## config.mk

```make
export PLATFORM = sky130hd
export DESIGN_NAME = lock_tracker
export DESIGN_NICKNAME = d
export VERILOG_FILES = /design/src/rtl/lkt_pkg.sv /design/src/rtl/lkt_hold_fifo.sv /design/src/rtl/lkt_region_cmp.sv /design/src/rtl/lkt_stall_timer.sv /design/src/rtl/lock_tracker.sv
export SDC_FILE = /design/constraint.sdc
export NUM_CORES = 1
export LEC_CHECK = 0
export BUFFER_PORTS_ARGS = -buffer_cell sky130_fd_sc_hd__buf_2
export CAP_MARGIN = 10
export CORE_AREA = 5 5 135 137
export DETAILED_ROUTE_END_ITERATION = 12
export DIE_AREA = 0 0 140 142
export PLACE_DENSITY = 0.79
export RECOVER_POWER = 25
export SLEW_MARGIN = 0
export SYNTH_ARGS = -nofsm -noshare
export SYNTH_HDL_FRONTEND = slang
export SYNTH_SLANG_ARGS = --single-unit
```

## constraint.sdc

```tcl
create_clock -name clk -period 4.43 [get_ports clk]
set_input_delay 0 -clock clk [delete_from_list [all_inputs] [get_ports clk]]
set_output_delay 0 -clock clk [all_outputs]
set_load 0.01 [all_outputs]
```

## src/rtl/lkt_pkg.sv

```systemverilog
`timescale 1ns/1ps
package lkt_pkg;
    typedef enum logic [1:0] {
        ST_UNLOCKED     = 2'd0,
        ST_LOCK_PENDING = 2'd1,
        ST_LOCKED       = 2'd2
    } lk_state_e;

    localparam logic [1:0] KIND_RD   = 2'd0;
    localparam logic [1:0] KIND_LKRD = 2'd1;
    localparam logic [1:0] KIND_WR   = 2'd2;

    localparam logic [1:0] CS_OK  = 2'd0;
    localparam logic [1:0] CS_UR  = 2'd1;
    localparam logic [1:0] CS_CA  = 2'd2;
    localparam logic [1:0] CS_ERR = 2'd3;
endpackage

```

## src/rtl/lkt_hold_fifo.sv

```systemverilog
`timescale 1ns/1ps
module lkt_hold_fifo #(
    parameter int W     = 8,
    parameter int DEPTH = 4
) (
    input  logic         clk,
    input  logic         rst_n,
    input  logic         push,
    input  logic [W-1:0] din,
    input  logic         pop,
    output logic [W-1:0] dout,
    output logic         empty,
    output logic         full
);
    localparam int PW = (DEPTH > 1) ? $clog2(DEPTH) : 1;
    localparam int CW = $clog2(DEPTH + 1);

    logic [W-1:0]  mem [DEPTH];
    logic [PW-1:0] wr_q, rd_q;
    logic [CW-1:0] cnt_q;

    assign empty = (cnt_q == '0);
    assign full  = (cnt_q == CW'(DEPTH));
    assign dout  = mem[rd_q];

    always_ff @(posedge clk) begin
        if (push) begin
            mem[wr_q] <= din;
        end
    end

    always_ff @(posedge clk) begin
        if (!rst_n) begin
            wr_q  <= '0;
            rd_q  <= '0;
            cnt_q <= '0;
        end else begin
            if (push) begin
                wr_q <= (wr_q == PW'(DEPTH - 1)) ? '0 : wr_q + 1'b1;
            end
            if (pop) begin
                rd_q <= (rd_q == PW'(DEPTH - 1)) ? '0 : rd_q + 1'b1;
            end
            unique case ({push, pop})
                2'b10:   cnt_q <= cnt_q + 1'b1;
                2'b01:   cnt_q <= cnt_q - 1'b1;
                default: cnt_q <= cnt_q;
            endcase
        end
    end

    // the queue never takes an entry when full nor gives one when empty
    p_no_overflow_r11: assert property (@(posedge clk) disable iff (!rst_n)
        push |-> !full);
    p_no_underflow_r11: assert property (@(posedge clk) disable iff (!rst_n)
        pop |-> !empty);
endmodule

```

## src/rtl/lkt_region_cmp.sv

```systemverilog
`timescale 1ns/1ps
module lkt_region_cmp #(
    parameter int ADDR_W = 16,
    parameter int LEN_W  = 8
) (
    input  logic [ADDR_W-1:0] base,
    input  logic [LEN_W-1:0]  len,
    input  logic [ADDR_W-1:0] addr,
    output logic              hit
);
    localparam int SW = ((ADDR_W > LEN_W) ? ADDR_W : LEN_W) + 1;

    logic [SW-1:0] lo, top, a;

    always_comb begin
        lo  = SW'(base);
        top = lo + SW'(len);
        a   = SW'(addr);
        hit = (a >= lo) && (a < top);
    end
endmodule

```

## src/rtl/lkt_stall_timer.sv

```systemverilog
`timescale 1ns/1ps
module lkt_stall_timer #(
    parameter int LIMIT = 64
) (
    input  logic clk,
    input  logic rst_n,
    input  logic run,
    output logic expired
);
    localparam int CW = $clog2(LIMIT + 1);

    logic [CW-1:0] cnt_q;

    assign expired = run && (cnt_q == CW'(LIMIT - 1));

    always_ff @(posedge clk) begin
        if (!rst_n) begin
            cnt_q <= '0;
        end else if (!run) begin
            cnt_q <= '0;
        end else if (cnt_q != CW'(LIMIT - 1)) begin
            cnt_q <= cnt_q + 1'b1;
        end
    end

    // every timed stay starts counting from zero
    p_timer_fresh_r12: assert property (@(posedge clk) disable iff (!rst_n)
        $rose(run) |-> (cnt_q == '0));
endmodule

```

## src/rtl/lock_tracker.sv

```systemverilog
`timescale 1ns/1ps
module lock_tracker
    import lkt_pkg::*;
#(
    parameter int RID_W        = 4,
    parameter int ADDR_W       = 16,
    parameter int LEN_W        = 8,
    parameter int PORT_W       = 2,
    parameter int QDEPTH       = 4,
    parameter int PEND_TIMEOUT = 64,
    parameter int HOLD_TIMEOUT = 256
) (
    input  logic              clk,
    input  logic              rst_n,
    input  logic              scope_wide,
    input  logic              req_valid,
    output logic              req_ready,
    input  logic [1:0]        req_kind,
    input  logic [RID_W-1:0]  req_rid,
    input  logic [ADDR_W-1:0] req_addr,
    input  logic [LEN_W-1:0]  req_len,
    input  logic [PORT_W-1:0] req_port,
    input  logic              cpl_valid,
    input  logic [1:0]        cpl_status,
    output logic              fwd_valid,
    output logic [1:0]        fwd_kind,
    output logic [RID_W-1:0]  fwd_rid,
    output logic [ADDR_W-1:0] fwd_addr,
    output logic [LEN_W-1:0]  fwd_len,
    output logic [PORT_W-1:0] fwd_port,
    output logic [1:0]        lock_state,
    output logic              ev_granted,
    output logic              ev_rejected,
    output logic              ev_failed,
    output logic              ev_released,
    output logic              ev_expired
);
    localparam int ENT_W = 2 + RID_W + ADDR_W + LEN_W + PORT_W;

    lk_state_e st_q, st_d;

    logic [RID_W-1:0]  own_q;
    logic [ADDR_W-1:0] base_q;
    logic [LEN_W-1:0]  len_q;
    logic [PORT_W-1:0] port_q;
    logic              wide_q;

    logic              q_empty, q_full, q_push, q_pop;
    logic [ENT_W-1:0]  q_head, in_vec, cur_vec;

    logic [1:0]        c_kind;
    logic [RID_W-1:0]  c_rid;
    logic [ADDR_W-1:0] c_addr;
    logic [LEN_W-1:0]  c_len;
    logic [PORT_W-1:0] c_port;

    logic draining, accept, take, in_win, is_owner, blocked, pass;
    logic start_lock, release_lock, pend_to, hold_to;
    logic cpl_ok, cpl_rej, cpl_bad;

    // ---- source selection: queued entries drain before new arrivals ----
    assign draining  = (st_q == ST_UNLOCKED) && !q_empty;
    assign req_ready = ((st_q == ST_UNLOCKED) && q_empty) ||
                       ((st_q == ST_LOCKED) && !q_full);
    assign accept    = req_valid && req_ready;
    assign take      = draining || accept;

    assign in_vec  = {req_kind, req_rid, req_addr, req_len, req_port};
    assign cur_vec = draining ? q_head : in_vec;
    assign {c_kind, c_rid, c_addr, c_len, c_port} = cur_vec;

    lkt_region_cmp #(
        .ADDR_W (ADDR_W),
        .LEN_W  (LEN_W)
    ) win_i (
        .base (base_q),
        .len  (len_q),
        .addr (c_addr),
        .hit  (in_win)
    );

    // ---- pass / hold decision ----
    assign is_owner = (c_rid == own_q);
    assign blocked  = (st_q == ST_LOCKED) &&
                      ((c_kind == KIND_LKRD) ||
                       (!is_owner && (wide_q || (c_port == port_q))));
    assign pass     = take && !blocked;
    assign q_push   = accept && blocked;
    assign q_pop    = draining;

    assign start_lock   = (st_q == ST_UNLOCKED) && take && (c_kind == KIND_LKRD);
    assign release_lock = (st_q == ST_LOCKED) && pass && is_owner &&
                          (c_kind == KIND_WR) && in_win;

    assign cpl_ok  = (st_q == ST_LOCK_PENDING) && cpl_valid && (cpl_status == CS_OK);
    assign cpl_rej = (st_q == ST_LOCK_PENDING) && cpl_valid &&
                     ((cpl_status == CS_UR) || (cpl_status == CS_CA));
    assign cpl_bad = (st_q == ST_LOCK_PENDING) &&
                     ((cpl_valid && (cpl_status == CS_ERR)) || (!cpl_valid && pend_to));

    lkt_hold_fifo #(
        .W     (ENT_W),
        .DEPTH (QDEPTH)
    ) hold_i (
        .clk   (clk),
        .rst_n (rst_n),
        .push  (q_push),
        .din   (in_vec),
        .pop   (q_pop),
        .dout  (q_head),
        .empty (q_empty),
        .full  (q_full)
    );

    lkt_stall_timer #(.LIMIT(PEND_TIMEOUT)) pend_tmr_i (
        .clk     (clk),
        .rst_n   (rst_n),
        .run     (st_q == ST_LOCK_PENDING),
        .expired (pend_to)
    );

    lkt_stall_timer #(.LIMIT(HOLD_TIMEOUT)) hold_tmr_i (
        .clk     (clk),
        .rst_n   (rst_n),
        .run     (st_q == ST_LOCKED),
        .expired (hold_to)
    );

    // ---- next state ----
    always_comb begin
        st_d = st_q;
        unique case (st_q)
            ST_UNLOCKED: begin
                if (start_lock) st_d = ST_LOCK_PENDING;
            end
            ST_LOCK_PENDING: begin
                if (cpl_ok)                  st_d = ST_LOCKED;
                else if (cpl_rej || cpl_bad) st_d = ST_UNLOCKED;
            end
            ST_LOCKED: begin
                if (release_lock || hold_to) st_d = ST_UNLOCKED;
            end
            default: st_d = ST_UNLOCKED;
        endcase
    end

    // ---- state register and lock attributes ----
    always_ff @(posedge clk) begin
        if (!rst_n) begin
            st_q   <= ST_UNLOCKED;
            own_q  <= '0;
            base_q <= '0;
            len_q  <= '0;
            port_q <= '0;
            wide_q <= 1'b0;
        end else begin
            st_q <= st_d;
            if (start_lock) begin
                own_q  <= c_rid;
                base_q <= c_addr;
                len_q  <= c_len;
                port_q <= c_port;
                wide_q <= scope_wide;
            end
        end
    end

    // ---- registered outputs ----
    always_ff @(posedge clk) begin
        if (!rst_n) begin
            fwd_valid   <= 1'b0;
            fwd_kind    <= '0;
            fwd_rid     <= '0;
            fwd_addr    <= '0;
            fwd_len     <= '0;
            fwd_port    <= '0;
            ev_granted  <= 1'b0;
            ev_rejected <= 1'b0;
            ev_failed   <= 1'b0;
            ev_released <= 1'b0;
            ev_expired  <= 1'b0;
        end else begin
            fwd_valid <= pass;
            if (pass) begin
                fwd_kind <= c_kind;
                fwd_rid  <= c_rid;
                fwd_addr <= c_addr;
                fwd_len  <= c_len;
                fwd_port <= c_port;
            end
            ev_granted  <= cpl_ok;
            ev_rejected <= cpl_rej;
            ev_failed   <= cpl_bad;
            ev_released <= release_lock;
            ev_expired  <= hold_to && !release_lock;
        end
    end

    assign lock_state = st_q;

    // ---- assertions ----
    p_pend_stall_r3: assert property (@(posedge clk) disable iff (!rst_n)
        (st_q == ST_LOCK_PENDING) |-> !req_ready);

    p_grant_r4: assert property (@(posedge clk) disable iff (!rst_n)
        ((st_q == ST_LOCK_PENDING) && cpl_valid && (cpl_status == CS_OK))
        |=> ((lock_state == 2'd2) && ev_granted));

    p_reject_r5: assert property (@(posedge clk) disable iff (!rst_n)
        ((st_q == ST_LOCK_PENDING) && cpl_valid &&
         ((cpl_status == CS_UR) || (cpl_status == CS_CA)))
        |=> ((lock_state == 2'd0) && ev_rejected));

    p_release_r8: assert property (@(posedge clk) disable iff (!rst_n)
        ev_released |-> (st_q == ST_UNLOCKED));

    p_second_lock_r10: assert property (@(posedge clk) disable iff (!rst_n)
        ((st_q == ST_LOCKED) && req_valid && req_ready && (req_kind == KIND_LKRD))
        |=> !fwd_valid);

    p_drain_first_r11: assert property (@(posedge clk) disable iff (!rst_n)
        ((st_q == ST_UNLOCKED) && !q_empty) |-> !req_ready);

    p_stray_cpl_r13: assert property (@(posedge clk) disable iff (!rst_n)
        ((st_q != ST_LOCK_PENDING) && cpl_valid)
        |=> !(ev_granted || ev_rejected || ev_failed));
endmodule

```

# == Word-level counts from Yosys, hierarchy flattened ==
# Memory sizes are Yosys's and may differ from the RTL's. A register that Yosys moved wholly into a read port is not among the register bits.
# Cells that the tools add are included.
# Widths: inputs -> output; s select.
# totals
mem_count,1
reg_bits,94
in_bits,39
wordCells,111
ram_bits,128
output_inout_bits,41
# memory_table
memory,depth,width,rd,rd_ports_with_merged_regs,wr,line,rtl
hold_i.mem,4,32,1,1,1,lkt_hold_fifo.sv:18,logic [W-1:0] mem [DEPTH];
# classes
muxes,13
eq_ne,21
n_reduce_logical,45
order_cmp,2
n_addsub,7
# ops
cell,n
$mux 32,1
$logic_and 1x1->1,24
$add 16x8->17,1
$lt 16x17->1,1
$ge 16x16->1,1
$mux 2,8
$eq 2x2->1 const B,7
$add 9x1->9 const B,1
$eq 9x8->1 const B,1
$ne 9x8->1 const B,1
$eq 2x1->1 const B,4
$logic_or 1x1->1,8
$add 7x1->7 const B,1
$eq 7x6->1 const B,1
$ne 7x6->1 const B,1
$logic_not 1->1,6
$pmux 2 s3,1
$pmux 3 s2,1
$add 2x1->2 const B,2
$eq 4x4->1,1
$logic_not 2->1,2
$ne 2x2->1 const B,2
$reduce_and 2->1,2
$add 3x1->3 const B,1
other kinds (8),9

# == Logic depth before layout (Yosys ltp) ==
# depth
word_depth,18
mapped_depth,16
mapped_depth_nobuf,16

# == Hierarchy ==
# A second synthesis with hierarchy kept.
# hier_totals
hier_cells,826
area_unflattened_um2,10498.8
# by_module_without_submodules
module,cells_per_inst,area_each_um2,instances,seq_area_each_um2
lkt_hold_fifo,214,5122.4,1,4023.9
lock_tracker,373,3403.3,1,1421.4
lkt_region_cmp,156,1219.9,1,0.0
lkt_stall_timer (hold_tmr_i),46,419.2,1,180.2
lkt_stall_timer (pend_tmr_i),37,334.1,1,140.1

# == Least setup slack after synthesis ==
# OpenSTA, ideal clock, no wires.
# synth_timing
kind,reg-to-reg
startpoint,register with a tool-made name
endpoint,register ev_expired
t_required_ns,4.314
setup_slack_ns,0.914
path_stages_with_launch,15
arrival_ns,3.400
period_less_slack_ns,3.516
path_cell_list,dfxtp_1 -> buf_2 -> buf_6 -> buf_1 -> mux4_2 -> mux2i_1 -> inv_1 -> ha_1 -> a21oi_1 -> o21ai_0 -> nor4_1 -> a21oi_1 -> o21ai_0 -> nand3_1 -> and4_1
# synth_rtl
item,line,rtl
end signal: assignment,lock_tracker.sv:195,ev_expired <= hold_to && !release_lock;
end: declaration,lock_tracker.sv:36,output logic ev_expired

# == Worst setup path in the final report ==
# layout_timing
startpoint,register hold_i.cnt_q[0]
endpoint,register hold_i.cnt_q[2]
# layout_via
elab_chain_cells,12
# layout_rtl
item,line,rtl
start: declaration,lkt_hold_fifo.sv:20,logic [CW-1:0] cnt_q;
start signal: assignment,lkt_hold_fifo.sv:45,2'b10: cnt_q <= cnt_q + 1'b1;
start signal: assignment,lkt_hold_fifo.sv:46,2'b01: cnt_q <= cnt_q - 1'b1;
start signal: assignment,lkt_hold_fifo.sv:47,default: cnt_q <= cnt_q;
$logic_not 3->1,lkt_hold_fifo.sv:22,assign empty = (cnt_q == '0);
$logic_not 1->1,lock_tracker.sv:62,assign draining = (st_q == ST_UNLOCKED) && !q_empty;
$logic_and 1x1->1,lock_tracker.sv:62,
$mux 32,lock_tracker.sv:69,assign cur_vec = draining ? q_head : in_vec;
$eq 4x4->1 / $eq 2x2->1 (equally long branches),"lock_tracker.sv:83, lock_tracker.sv:86",
$logic_not 1->1 / $logic_or 1x1->1 (equally long branches),lock_tracker.sv:86,(!is_owner && (wide_q || (c_port == port_q))));
$logic_and 1x1->1,lock_tracker.sv:86,
$logic_or 1x1->1,lock_tracker.sv:85,((c_kind == KIND_LKRD) ||
$logic_and 1x1->1,lock_tracker.sv:84,assign blocked = (st_q == ST_LOCKED) &&
$logic_and 1x1->1,lock_tracker.sv:88,assign q_push = accept && blocked;
$eq 2x1->1 / $eq 2x2->1 (equally long branches),lkt_hold_fifo.sv:44,"unique case ({push, pop})"
$pmux 3 s2 / $reduce_bool 2->1 (equally long branches),n/a,
# Several ways; a longest one is shown, not always the timed one.
# A chain may end at the register's enable or synchronous reset.

==> flow_summary_export.csv <==
group,metric,value,unit
outcome,status,"completed",
worst_setup_path,end_kind,"register",
synth,syn_avg_cell_area,12.9,um^2
worst_setup_path,path_cells,"or3_1, nand2_2, inv_2, buf_4, nand3_1, a32oi_2, nand2b_1, nand2_1, ha_1, inv_1, fa_1, xor2_1, or3_1, a21oi_1",
worst_setup_path,worst_setup_path_start_kind,"register",
clocking,cts-htree-levels,1,
floorplan,die_x,140,um
detailed_routing,drcViolationCount,0,
power_and_ir_drop,p_leak,4.30,nW
worst_setup_path,path_buf_inv,3,
clocking,cts_buffers,23,
worst_setup_path,cp.arrival,4210,ps
timing,fin_setup_tns,0,ps
finish,fin_util,69.1,%
synth,synth_edf_count,128,
clocking,cts_sinks,224,
hold_path,hp-class,"input pin to register",
place,gp_congestion,0.890,
detailed_routing,wl_per_cell,19.1,um
floorplan,die_h,142,um
worst_setup_path,crit_type,"register to register",
synth,synth_warnings,0,
worst_setup_path,path_delay_family,"simple AND/OR/NAND/NOR gates",
global_routing,grt_pass1_wl,35600,um
synth,synth_cells,773,
global_routing,grt_remaining_overflow,0,
global_routing,grt_usage,22.2,%
place,dp_hpwl,14400,um
detailed_routing,first_pass_iters,4,
timing,setup_viol,0,
detailed_routing,routed_via_density,5.79,
timing,grt_setup_unrepaired,"false",
global_routing,grt_max_degree,52,
worst_setup_path,required,4860,ps
floorplan,initial_core_util,58.9,%
worst_setup_path,worstPathMaxFanout,24,
place,io_buffer_count,79,
finish,finalNetCount,987,
timing,min_period,3780,ps
timing,worstMarginPinSlew,735,ps
synth,synthArstFlopShare,0,%
clocking,cts.path.max_buffers,3,
floorplan,num_rows,48,
timing,final-hold-violation-count,0,
worst_setup_path,critPathSlowestCell,"inv_2",
clocking,cts_tree,"done",
synth,synth_nets,864,
finish,mostFrequentLayoutCells,"edfxtp_1, nor2_1, dfxtp_1",
synth,synth_ff_type,"edfxtp_1",
worst_setup_path,crit_path_frequent_cell,"or3_1",
detailed_routing,drt-total-wl,21800,um
detailed_routing,final_antenna_net_count,0,
finish,syn_to_final_growth,17.3,%
power_and_ir_drop,p_per_area,440,mW/mm^2
synth,ys_ff_latch,224,
finish,drive_above_1_share,17.8,%
floorplan,die-area,0.0199,mm^2
floorplan,coreArea,0.0169,mm^2
timing,maxSlewViolCount,0,
power_and_ir_drop,peakVddDrop,0.358,mV
timing,fmax,265,MHz
finish,nFillCells,1178,
worst_setup_path,slowest_delay,570,ps
finish,final_common_cell,"edfxtp_1",
synth,ys_types,53,
timing,fin_crit_sh,85.3,%
floorplan,ios,80,
detailed_routing,drtIter0Drc,413,
job,maxCapViolCount,0,
clocking,clk_pin_slew,70,ps
global_routing,antenna_found_initial,0,
clocking,clock-root-buffer,"clkbuf_16",
timing,slew_headroom,50.9,%
detailed_routing,num_vias,6583,
synth,synthesis.area,0.00997,mm^2
clocking,clock_latency,500,ps
finish,diodes,0,
synth,synth_seq_area_share,57.8,%
timing,finClkSkew,9.26,ps
global_routing,grt_pass1_vias,7045,
==> cells in the mapped netlist, types with 6 or more instances <==
cell type  count  area, um^2
mux4_2        32         721
nand4_1        6        37.5
and3_1        12        75.1
inv_1         43         161
a211oi_2      12         150
o21ai_0       10        50.1
clkbuf_1      18        67.6
dfxtp_1       96        1920
nor2_1        95         357
a21oi_1       24         120
ha_1          50         626
a21o_1         8        60.1
nor3_1         8        40.0
nand2_1       25        93.8
a211oi_1      52         390
nand3_1        9        45.0
xnor2_1       16         140
xor2_1        22         193
nor2b_1        6        37.5
mux2i_1       33         330
buf_2          6        30.0
edfxtp_1     128        3840
==> cells by family after synthesis <==
family | Yosys count | synth area share (%)
compound gates | 127 | 9.46
xor+xnor | 38 | 3.34
fa+ha+maj | 52 | 6.68
buf+inv | 79 | 3.39
flops | 224 | 57.8
mux | 66 | 10.7
simple gates | 187 | 8.67
==> sequential cells by signal (all words and copies together), names as in the netlist, 3 cells and up, named ones only <==
register / count
fwd_rid: 4
own_q: 4
fwd_addr: 16
pend_tmr_i.cnt_q: 7
len_q: 8
hold_i.mem: 128
base_q: 16
hold_tmr_i.cnt_q: 9
hold_i.cnt_q: 3
fwd_len: 8
==> metal layers <==
metal | GRT usage (%) | wire length [um]
met5 | 0 | 0
met1 | 27.9 | 8790
met4 | 7.39 | 589
met2 | 39.9 | 11000
met3 | 3.23 | 1420
==> worst reg2reg max path: stages, from the launching register on <==
cell and delay (ps):
dfxtp_1 410, or3_1 280, nand2_2 160, inv_2 570, buf_4 390, nand3_1 130
a32oi_2 250, nand2b_1 250, nand2_1 160, ha_1 260, inv_1 80, fa_1 190
xor2_1 80, or3_1 320, a21oi_1 170
==> cell type report <==
class / instances / area [um^2] / share of cell area, %
clock buffer: 32 / 671 / 5.73
sequential: 224 / 5770 / 49.3
inverter: 45 / 169 / 1.44
timing repair buffer: 132 / 858 / 7.34
tap: 225 / 282 / 2.41
clock inverter: 9 / 72.6 / 0.620
multi-input combinational: 470 / 3880 / 33.2
==> worst paths after layout <==
path / to / start / cells after the start / slack, ps
hold / removal: ev_granted / cpl_status[0] / 4 / 80
setup reg to reg: hold_i.cnt_q[2] / hold_i.cnt_q[0] / 14 / 650
hold reg to reg: hold_i.rd_q[1] / hold_i.rd_q[1] / 2 / 490
setup / recovery: hold_i.cnt_q[2] / hold_i.cnt_q[0] / 14 / 650
==> power breakdown <==
part	total, W	switching, W	internal, W
registers	0.00238	0.0000766	0.00230
clock network	0.00188	0.000764	0.00111
logic	0.000890	0.000520	0.000370
==> through the flow <==
stage | instance area, um^2 | worst slack [ps] | hold slack, ps | cells | total power (W)
floorplan | 9970 | 914 | 98.9 | 773 | 0.00303
global placement | 10600 | 873 | 228 | 1057 | 0.00324
detailed placement | 10600 | 683 | 231 | 1057 | 0.00328
CTS | 11700 | 661 | 51.6 | 1137 | 0.00519
global route | 11700 | 350 | 74.8 | 1137 | 0.00540
finish | 11700 | 651 | 78.8 | 1137 | 0.00515
==> timing repair <==
| action | in CTS | in global routing |
|---|---|---|
| setup endpoints to repair | 0 | 0 |
| hold endpoints to repair | 165 | 0 |
| resized for setup | 0 | 0 |
| hold buffers | 39 | 0 |
| buffers inserted | 0 | 0 |
Power figures use the tool's default switching activity.
